`src/rtl/asu_pkg.sv`:
```
package asu_pkg;

  typedef enum logic [2:0] {
    OP_ADD = 3'd0,
    OP_ADC = 3'd1,
    OP_SUB = 3'd2,
    OP_SBC = 3'd3,
    OP_RSB = 3'd4
  } asu_op_e;

  typedef struct packed {
    logic n;
    logic z;
    logic c;
    logic v;
  } asu_flags_t;

  localparam int unsigned FLAG_W = $bits(asu_flags_t);

endpackage

```
`src/rtl/asu_operand_sel.sv`:
```
module asu_operand_sel
  import asu_pkg::*;
#(
  parameter int unsigned W = 32
) (
  input  logic [2:0]   op_i,
  input  logic [W-1:0] src_a_i,
  input  logic [W-1:0] src_b_i,
  input  logic [W-1:0] imm_i,
  input  logic         use_imm_i,
  input  logic         carry_i,
  output logic [W-1:0] add_x_o,
  output logic [W-1:0] add_y_o,
  output logic         add_cin_o,
  output logic         is_sub_o,
  output logic         force_we_o
);

  logic [W-1:0] second_op;

  always_comb begin
    second_op = use_imm_i ? imm_i : src_b_i;
    add_x_o    = src_a_i;
    add_y_o    = second_op;
    add_cin_o  = 1'b0;
    is_sub_o   = 1'b0;
    force_we_o = 1'b0;
    case (op_i)
      OP_ADC: begin
        add_y_o    = src_b_i;
        add_cin_o  = carry_i;
        force_we_o = 1'b1;
      end
      OP_SUB: begin
        add_y_o   = ~second_op;
        add_cin_o = 1'b1;
        is_sub_o  = 1'b1;
      end
      OP_SBC: begin
        add_y_o    = ~src_b_i;
        add_cin_o  = carry_i;
        is_sub_o   = 1'b1;
        force_we_o = 1'b1;
      end
      OP_RSB: begin
        add_x_o    = '0;
        add_y_o    = ~src_a_i;
        add_cin_o  = 1'b1;
        is_sub_o   = 1'b1;
        force_we_o = 1'b1;
      end
      default: ;
    endcase
  end

endmodule

```
`src/rtl/asu_adder.sv`:
```
module asu_adder
  import asu_pkg::*;
#(
  parameter int unsigned W = 32
) (
  input  logic [W-1:0] x_i,
  input  logic [W-1:0] y_i,
  input  logic         cin_i,
  output logic [W-1:0] sum_o,
  output asu_flags_t   flags_o
);

  localparam int unsigned SW = W + 1;

  function automatic logic [SW-1:0] wide_add(input logic [W-1:0] x,
                                             input logic [W-1:0] y,
                                             input logic cin);
    return {1'b0, x} + {1'b0, y} + {{W{1'b0}}, cin};
  endfunction

  function automatic logic sign_overflow(input logic xs, input logic ys,
                                         input logic rs);
    return (xs == ys) && (rs != xs);
  endfunction

  logic [SW-1:0] wide_sum;

  always_comb begin
    wide_sum  = wide_add(x_i, y_i, cin_i);
    sum_o     = wide_sum[W-1:0];
    flags_o.n = wide_sum[W-1];
    flags_o.z = (wide_sum[W-1:0] == '0);
    flags_o.c = wide_sum[W];
    flags_o.v = sign_overflow(x_i[W-1], y_i[W-1], wide_sum[W-1]);
  end

endmodule

```
`src/rtl/asu_flag_reg.sv`:
```
module asu_flag_reg
  import asu_pkg::*;
(
  input  logic       clk,
  input  logic       rst_n,
  input  logic       we_i,
  input  asu_flags_t d_i,
  output asu_flags_t q_o
);

  asu_flags_t flags_q;

  always_ff @(posedge clk or negedge rst_n) begin
    if (!rst_n) flags_q <= '0;
    else if (we_i) flags_q <= d_i;
  end

  assign q_o = flags_q;

  AST_FLAGS_HOLD: assert property (@(posedge clk) disable iff (!rst_n)
    !we_i |=> $stable(flags_q));

  AST_FLAGS_LOAD: assert property (@(posedge clk) disable iff (!rst_n)
    we_i |=> (flags_q == $past(d_i)));

endmodule

```
`src/rtl/asu_core.sv`:
```
module asu_core
  import asu_pkg::*;
#(
  parameter int unsigned W = 32
) (
  input  logic         clk,
  input  logic         rst_n,
  input  logic [2:0]   op_i,
  input  logic [W-1:0] src_a_i,
  input  logic [W-1:0] src_b_i,
  input  logic [W-1:0] imm_i,
  input  logic         use_imm_i,
  input  logic         set_flags_i,
  output logic [W-1:0] result_o,
  output logic [FLAG_W-1:0] flags_nxt_o,
  output logic [FLAG_W-1:0] flags_o
);

  logic [W-1:0] add_x, add_y, sum;
  logic         add_cin, is_sub, force_we;
  logic         flag_we;
  asu_flags_t   cur_flags, calc_flags, nxt_flags;

  asu_operand_sel #(.W(W)) u_opsel (
    .op_i       (op_i),
    .src_a_i    (src_a_i),
    .src_b_i    (src_b_i),
    .imm_i      (imm_i),
    .use_imm_i  (use_imm_i),
    .carry_i    (cur_flags.c),
    .add_x_o    (add_x),
    .add_y_o    (add_y),
    .add_cin_o  (add_cin),
    .is_sub_o   (is_sub),
    .force_we_o (force_we)
  );

  asu_adder #(.W(W)) u_adder (
    .x_i     (add_x),
    .y_i     (add_y),
    .cin_i   (add_cin),
    .sum_o   (sum),
    .flags_o (calc_flags)
  );

  assign flag_we   = force_we | set_flags_i;
  assign nxt_flags = flag_we ? calc_flags : cur_flags;

  asu_flag_reg u_flags (
    .clk   (clk),
    .rst_n (rst_n),
    .we_i  (flag_we),
    .d_i   (nxt_flags),
    .q_o   (cur_flags)
  );

  assign result_o    = sum;
  assign flags_nxt_o = nxt_flags;
  assign flags_o     = cur_flags;

  AST_CHAIN_OPS_WRITE: assert property (@(posedge clk) disable iff (!rst_n)
    (op_i == OP_ADC || op_i == OP_SBC || op_i == OP_RSB) |-> flag_we);

  AST_NXT_HOLDS: assert property (@(posedge clk) disable iff (!rst_n)
    !flag_we |-> (flags_nxt_o == flags_o));

  AST_ZERO_FLAG: assert property (@(posedge clk) disable iff (!rst_n)
    flag_we |-> (nxt_flags.z == (result_o == '0)));

  AST_MIXED_SIGN_NO_OVF: assert property (@(posedge clk) disable iff (!rst_n)
    (flag_we && add_x[W-1] != add_y[W-1]) |-> !nxt_flags.v);

  AST_NEG_ZERO: assert property (@(posedge clk) disable iff (!rst_n)
    (op_i == OP_RSB && src_a_i == '0) |-> (result_o == '0 && nxt_flags.c && !nxt_flags.v));

  AST_SUB_NO_BORROW: assert property (@(posedge clk) disable iff (!rst_n)
    (op_i == OP_SUB && !use_imm_i && set_flags_i && src_a_i >= src_b_i) |-> nxt_flags.c);

endmodule

```
`config.mk`:
```
export PLATFORM = sky130hd
export DESIGN_NAME = asu_core
export DESIGN_NICKNAME = d
export VERILOG_FILES = /design/src/rtl/asu_pkg.sv /design/src/rtl/asu_operand_sel.sv /design/src/rtl/asu_adder.sv /design/src/rtl/asu_flag_reg.sv /design/src/rtl/asu_core.sv
export SDC_FILE = /design/constraint.sdc
export NUM_CORES = 1
export LEC_CHECK = 0
export ABC_AREA = 1
export BUFFER_PORTS_ARGS = -buffer_cell sky130_fd_sc_hd__buf_2
export CELL_PAD_IN_SITES_DETAIL_PLACEMENT = 0
export CELL_PAD_IN_SITES_GLOBAL_PLACEMENT = 1
export CORE_UTILIZATION = 31
export CTS_BUF_LIST = sky130_fd_sc_hd__clkbuf_8
export DETAILED_ROUTE_END_ITERATION = 8
export PLACE_DENSITY_LB_ADDON = 0.12
export SETUP_SLACK_MARGIN = 0.3
export SYNTH_ARGS = -nofsm -noshare
export SYNTH_HDL_FRONTEND = slang
export SYNTH_SLANG_ARGS = --single-unit
```
`constraint.sdc`:
```
create_clock -name clk -period 3.2 [get_ports clk]
set_clock_uncertainty 0.05 [all_clocks]
set_input_delay 0.32 -clock clk [delete_from_list [all_inputs] [get_ports clk]]
set_output_delay 0.32 -clock clk [all_outputs]
set_load 0.02 [all_outputs]
```
Word-level counts from Yosys, hierarchy flattened
Cells that the tools add are included.
{"block": "op_classes", "reduce_logical": 5, "mux": 6, "eq_ne": 6, "bitwise_logic": 4, "add_sub_neg": 2}
{"operator": "$pmux 32 s4", "n": 1}
{"operator": "$not 32->32", "n": 3}
{"operator": "$mux 32", "n": 2}
{"operator": "$add 32x32->33", "n": 1}
{"operator": "$add 33x1->33", "n": 1}
{"operator": "$logic_not 32->1", "n": 1}
{"operator": "$eq 3x2->1 const B", "n": 2}
{"operator": "$mux 4", "n": 1}
{"operator": "$reduce_or 2->1", "n": 2}
{"operator": "$eq 3x1->1 const B", "n": 1}
{"operator": "$eq 3x3->1 const B", "n": 1}
{"operator": "$reduce_or 3->1", "n": 1}
{"operator": "$pmux 1 s2", "n": 1}
{"operator": "$eq 1x1->1", "n": 1}
{"operator": "$logic_and 1x1->1", "n": 1}
{"operator": "$mux 1", "n": 1}
{"operator": "$ne 1x1->1", "n": 1}
{"operator": "$or 1x1->1", "n": 1}
{"block": "totals", "in_bits": 103, "word_cells": 27, "output_inout_bits": 40, "regBits": 4}

Depth between registers and ports, before layout
{"block": "logic_depth", "ltp_word": 8, "ltp_mapped": 26, "depth_no_buf": 25}

Modules after synthesis
Synthesis repeated with hierarchy kept, for this count alone.
{"block": "unflattened", "hier_cells": 1156, "area_unflattened_um2": 5255.0}
{"mod": "asu_adder", "instances": 1, "cells_per_inst": 555, "seq_area_each_um2": 0.0, "area_each_um2": 2660.1}
{"mod": "asu_operand_sel", "instances": 1, "cells_per_inst": 570, "seq_area_each_um2": 0.0, "area_each_um2": 2386.0}
{"mod": "asu_flag_reg", "instances": 1, "cells_per_inst": 17, "seq_area_each_um2": 100.1, "area_each_um2": 148.9}
{"mod": "asu_core", "instances": 1, "cells_per_inst": 14, "seq_area_each_um2": 0.0, "area_each_um2": 60.1}

Least setup slack after synthesis
No wires, ideal clock.
{"block": "synth_path", "path_kind": "input-to-output", "from": "in use_imm_i", "to": "out flags_nxt_o[2]", "required_ps": 2830, "path_buffers": 2, "cell_stages": 22, "arrival_ps": 3323, "setup_slack_ps": -493, "path_cell_list": "clkbuf_1 -> buf_2 -> mux2i_1 -> a22oi_1 -> o221ai_1 -> nor2_1 -> fa_1 -> inv_1 -> fa_1 -> nand3_2 -> nand3_2 -> nand2_1 -> nand2_1 -> nand2_1 -> nand2_1 -> nand2_1 -> nand2_1 -> nand2_1 -> nand2_1 -> nor2_1 -> nand3_1 -> o21bai_1"}
{"block": "synth_via", "elab_chain_len": 7}
{"element": "start: declaration", "line": "asu_core.sv:12", "text": "input logic use_imm_i,"}
{"element": "$mux 32 (*)", "line": "asu_operand_sel.sv:22", "text": "second_op = use_imm_i ? imm_i : src_b_i;"}
{"element": "$not 32->32", "line": "asu_operand_sel.sv:35", "text": "add_y_o = ~second_op;"}
{"element": "$pmux 32 s4 (*)", "line": "asu_operand_sel.sv:28", "text": "case (op_i)"}
{"element": "$add 32x32->33 (*)", "line": "asu_adder.sv:18", "text": "return {1'b0, x} + {1'b0, y} + {{W{1'b0}}, cin};"}
{"element": "$add 33x1->33 (*)", "line": "asu_adder.sv:18"}
{"element": "net result_o[30]", "line": "asu_core.sv:14", "text": "output logic [W-1:0] result_o,"}
{"element": "$logic_not 32->1 (*)", "line": "asu_adder.sv:32", "text": "flags_o.z = (wide_sum[W-1:0] == '0);"}
{"element": "$mux 4 (*)", "line": "asu_core.sv:47", "text": "assign nxt_flags = flag_we ? calc_flags : cur_flags;"}
{"element": "end: declaration", "line": "asu_core.sv:15", "text": "output logic [FLAG_W-1:0] flags_nxt_o,"}
The timed path passes the listed nets; every way through them passes the cells marked *.

Final worst setup path
{"block": "layout_path", "from": "in op_i[1]", "to": "out flags_nxt_o[2]"}
{"block": "layout_via", "elab_chain_len": 6, "elab_cells_between_ends": 16, "cone_classes": "add/sub (2); eq/ne (4); mux (5); bitwise (1); reduce/logical (4)"}
{"element": "start: declaration", "line": "asu_core.sv:8", "text": "input logic [2:0] op_i,"}
{"element": "$eq 3x3->1 (tied with other cells)", "line": "asu_operand_sel.sv:28"}
{"element": "$pmux 32 s4 (tied with other cells)", "line": "asu_operand_sel.sv:28"}
{"element": "$add 32x32->33 / $pmux 1 s2 (equally long branches)", "line": "asu_adder.sv:18, asu_operand_sel.sv:28"}
{"element": "$add 33x1->33", "line": "asu_adder.sv:18"}
{"element": "$logic_not 32->1", "line": "asu_adder.sv:32"}
{"element": "$mux 4 (*)", "line": "asu_core.sv:47"}
Every way passes the cells marked *; elsewhere a longest branch is shown, timed or not.

==> flow_metrics.tcl <==
set metrics [dict create \
    dp.cells 1353 \
    clk_pin_slew_worst_paths_ns 0.03 \
    syn_area_per_cell_um2 5.10 \
    root_buffer "clkbuf_8" \
    grt_pass1_wl_um 32800 \
    ys_ff_latch 4 \
    crit_path_end_kind "output pin" \
    layoutNonFillerInstCount 1413 \
    layout.nets 1367 \
    grt_usage_pct 25.6 \
    synthCells 912 \
    gp_congestion 0.927 \
    dp_hpwl_um 16100 \
    initial_core_util_pct 31.9 \
    synth_flop_cell "dfrtp_1" \
    vias 6993 \
    rows 44 \
    fin_crit_sh_pct 114 \
    min_period_ns 3.64 \
    clk-insertion-delay-late_ns 0.22 \
    fmaxAchievable_mhz 275 \
    violations "setup timing" \
    wl_per_cell_um 15.4 \
    cp_max_fo 4 \
    cp_num_buf_inv 6 \
    reg2reg_depth 18 \
    grt_start_max_net_pins 29 \
    path_class "input pin to output pin" \
    grt_overflow 0 \
    fin_tns_setup_ns -3.21 \
    placed_cell_area_um2 6700 \
    clockBufferDepth 2 \
    cp_slowest_stage_delay_ns 0.37 \
    ios 143 \
    drt_pass1_iterations 5 \
    crit_family "simple AND/OR/NAND/NOR gates" \
    synth-warning-count 0 \
    final_hold_viol_count 0 \
    port_buffers 142 \
    grt_pass1_vias 6605 \
    fin_area_um2 9380 \
    ys_async_sr_fraction_pct 100 \
    clock-sinks 4 \
    synth_fp_nets 1048 \
    slew_viol_final 0 \
    wl_um 21700 \
    setup_viol 21 \
    fillCellCount 1301 \
    cts_buffers 3 \
    cp_num_cells 25 \
    min_path_type "input pin to asynchronous set/reset pin" \
    layout_common_cells "inv_1 (161), nand2_1 (157), buf_4 (141)" \
    crit_required_ns 2.83 \
    drv_cap 0 \
    viasPerCell 4.95 \
    synth_edf_count 0 \
    dp_slack_ns -0.777 \
    largest_reg_flops 4 \
    power.leakage_nw 5.13 \
    ant_nets 0 \
    dieArea_um2 15500 \
    critPathLaunchType "input pin" \
    yosysSeqAreaShare_pct 2.15 \
    worst_slew_pin_slew_ns 0.487 \
    drc 0 \
    power_density_nw_per_um2 381 \
    outcome "complete, but fails checks" \
    num_antenna_cells 0 \
    cts_tree "done" \
    dieWidth_um 125 \
    fp.coreArea_um2 14600 \
    h-tree-depth 1 \
    syn-cell-area_um2 4650 \
    slowest_stage "fa_2" \
    ir_drop_mv 0.273 \
    layout.cells.most_common "inv_1" \
    slew-limit-headroom_pct 67.4 \
    layout-drive-gt1-share_pct 58.3 \
    power.total_mw 3.57 \
    crit_top_cell "nand2_2" \
    worst_ep_arrival_time_ns 3.27 \
    drt_iter0_drc 450 \
    die_y_um 125 \
    layout_setup_ws_ns -0.441 \
    synth_cell_types 41 \
    syn_to_final_growth_pct 102 \
    rsz0062_at_grt "yes" \
    antenna_found_initial 0 \
]
[area by class of cell]
| type | count | area, um2 | area share [%] |
|---|---|---|---|
| Multi-Input combinational cell | 670 | 5430 | 57.9 |
| Sequential cell | 4 | 100 | 1.07 |
| Tap cell | 184 | 230 | 2.45 |
| Clock buffer | 3 | 41.3 | 0.440 |
| Timing Repair Buffer | 339 | 2760 | 29.4 |
| Inverter | 213 | 821 | 8.75 |
[cell usage after synthesis, types with 2 or more instances]
cell type / instances / area (um2)
or2_2: 11 / 68.8
mux2i_1: 31 / 310
xor2_1: 2 / 17.5
o21ai_0: 2 / 10.0
inv_1: 208 / 781
ha_1: 31 / 388
and2_1: 2 / 12.5
nand4_1: 9 / 56.3
clkbuf_1: 17 / 63.8
o21ai_1: 6 / 30.0
nand3b_1: 9 / 67.6
nor2_2: 12 / 75.1
o22ai_1: 30 / 188
xnor2_1: 2 / 17.5
nand2_1: 301 / 1130
dfrtp_1: 4 / 100
o211ai_1: 7 / 52.6
buf_2: 7 / 35.0
fa_1: 2 / 40.0
nand2_2: 12 / 75.1
nor2_1: 83 / 312
inv_2: 5 / 18.8
nand3_1: 36 / 180
a221oi_1: 10 / 87.6
o31ai_1: 10 / 75.1
a21oi_1: 27 / 135
a32o_1: 10 / 100
a21oi_2: 2 / 17.5
o21bai_1: 3 / 22.5
a31oi_1: 4 / 25.0
nand3_2: 7 / 70.1
[power breakdown]
group / internal, mW / leakage (nW) / switching [mW]
registers: 0.0606 / 0.0503 / 0.00764
logic: 1.61 / 5.06 / 1.78
clock network: 0.0805 / 0.0216 / 0.0300
[final timing paths]
kind	from	end	slack (ns)
worst max-delay path	op_i[1]	flags_nxt_o[2]	-0.44
worst min-delay path	rst_n	u_flags.q_o[3]	0.40
worst max register to register	u_flags.q_o[1]	u_flags.q_o[2]	0.28
worst min register to register	u_flags.q_o[0]	u_flags.q_o[0]	0.47
max in group asynchronous	rst_n	u_flags.q_o[0]	2.57
min in group clk	u_flags.q_o[0]	u_flags.q_o[0]	0.47
[layer usage]
| metal | track usage [%] | vias to the layer above | routed length, um |
|---|---|---|---|
| met5 | 0 | - | 0 |
| met4 | 3.69 | 0 | 635 |
| met3 | 2.23 | 41 | 1100 |
| met2 | 43.3 | 254 | 9850 |
| met1 | 35.7 | 3182 | 10100 |
| li1 | - | 3516 | - |
[timing repair]
item / in CTS / in global routing
gates cloned: 1 / 3
pin swaps: 89 / 100
gates resized for setup: 361 / 188
buffers inserted: 27 / 25
endpoints found under the setup margin: 38 / 38
hold buffers: 1 / 0
hold endpoints to repair: 4 / 0
[kinds of logic after synthesis]
kind of cell,after synthesis,share of synthesized area [%]
compound gates,115,16.7
xor+xnor,4,0.753
fa+ha+maj,33,9.20
buf+inv,238,19.5
flops,4,2.15
mux,32,6.91
simple gates,486,44.8
[worst reg2reg max path, cell delays in order (launching register included)]
cell and delay, ns:
dfrtp_1 0.43, a21oi_1 0.21, fa_2 0.25, inv_2 0.05
fa_2 0.37, nand3_2 0.11, nand3_4 0.12, nand2_4 0.11
nand2_4 0.07, nand2_2 0.08, nand2_1 0.06, nand2_1 0.10
nand2_2 0.10, nor2_4 0.14, nand2_2 0.07, nor2_4 0.11
nand3_2 0.11, buf_4 0.15, o21bai_1 0.15
[stage by stage]
step / hold WS, ns / util [%]
final: 0.402 / 64.3
after global routing: 0.412 / 64.3
after CTS: 0.395 / 57.5
after detailed placement: 0.0940 / 46.0
after global placement: 0.0854 / 46.0
after floorplan: -0.0256 / -
(Power assumes the default switching activity.)
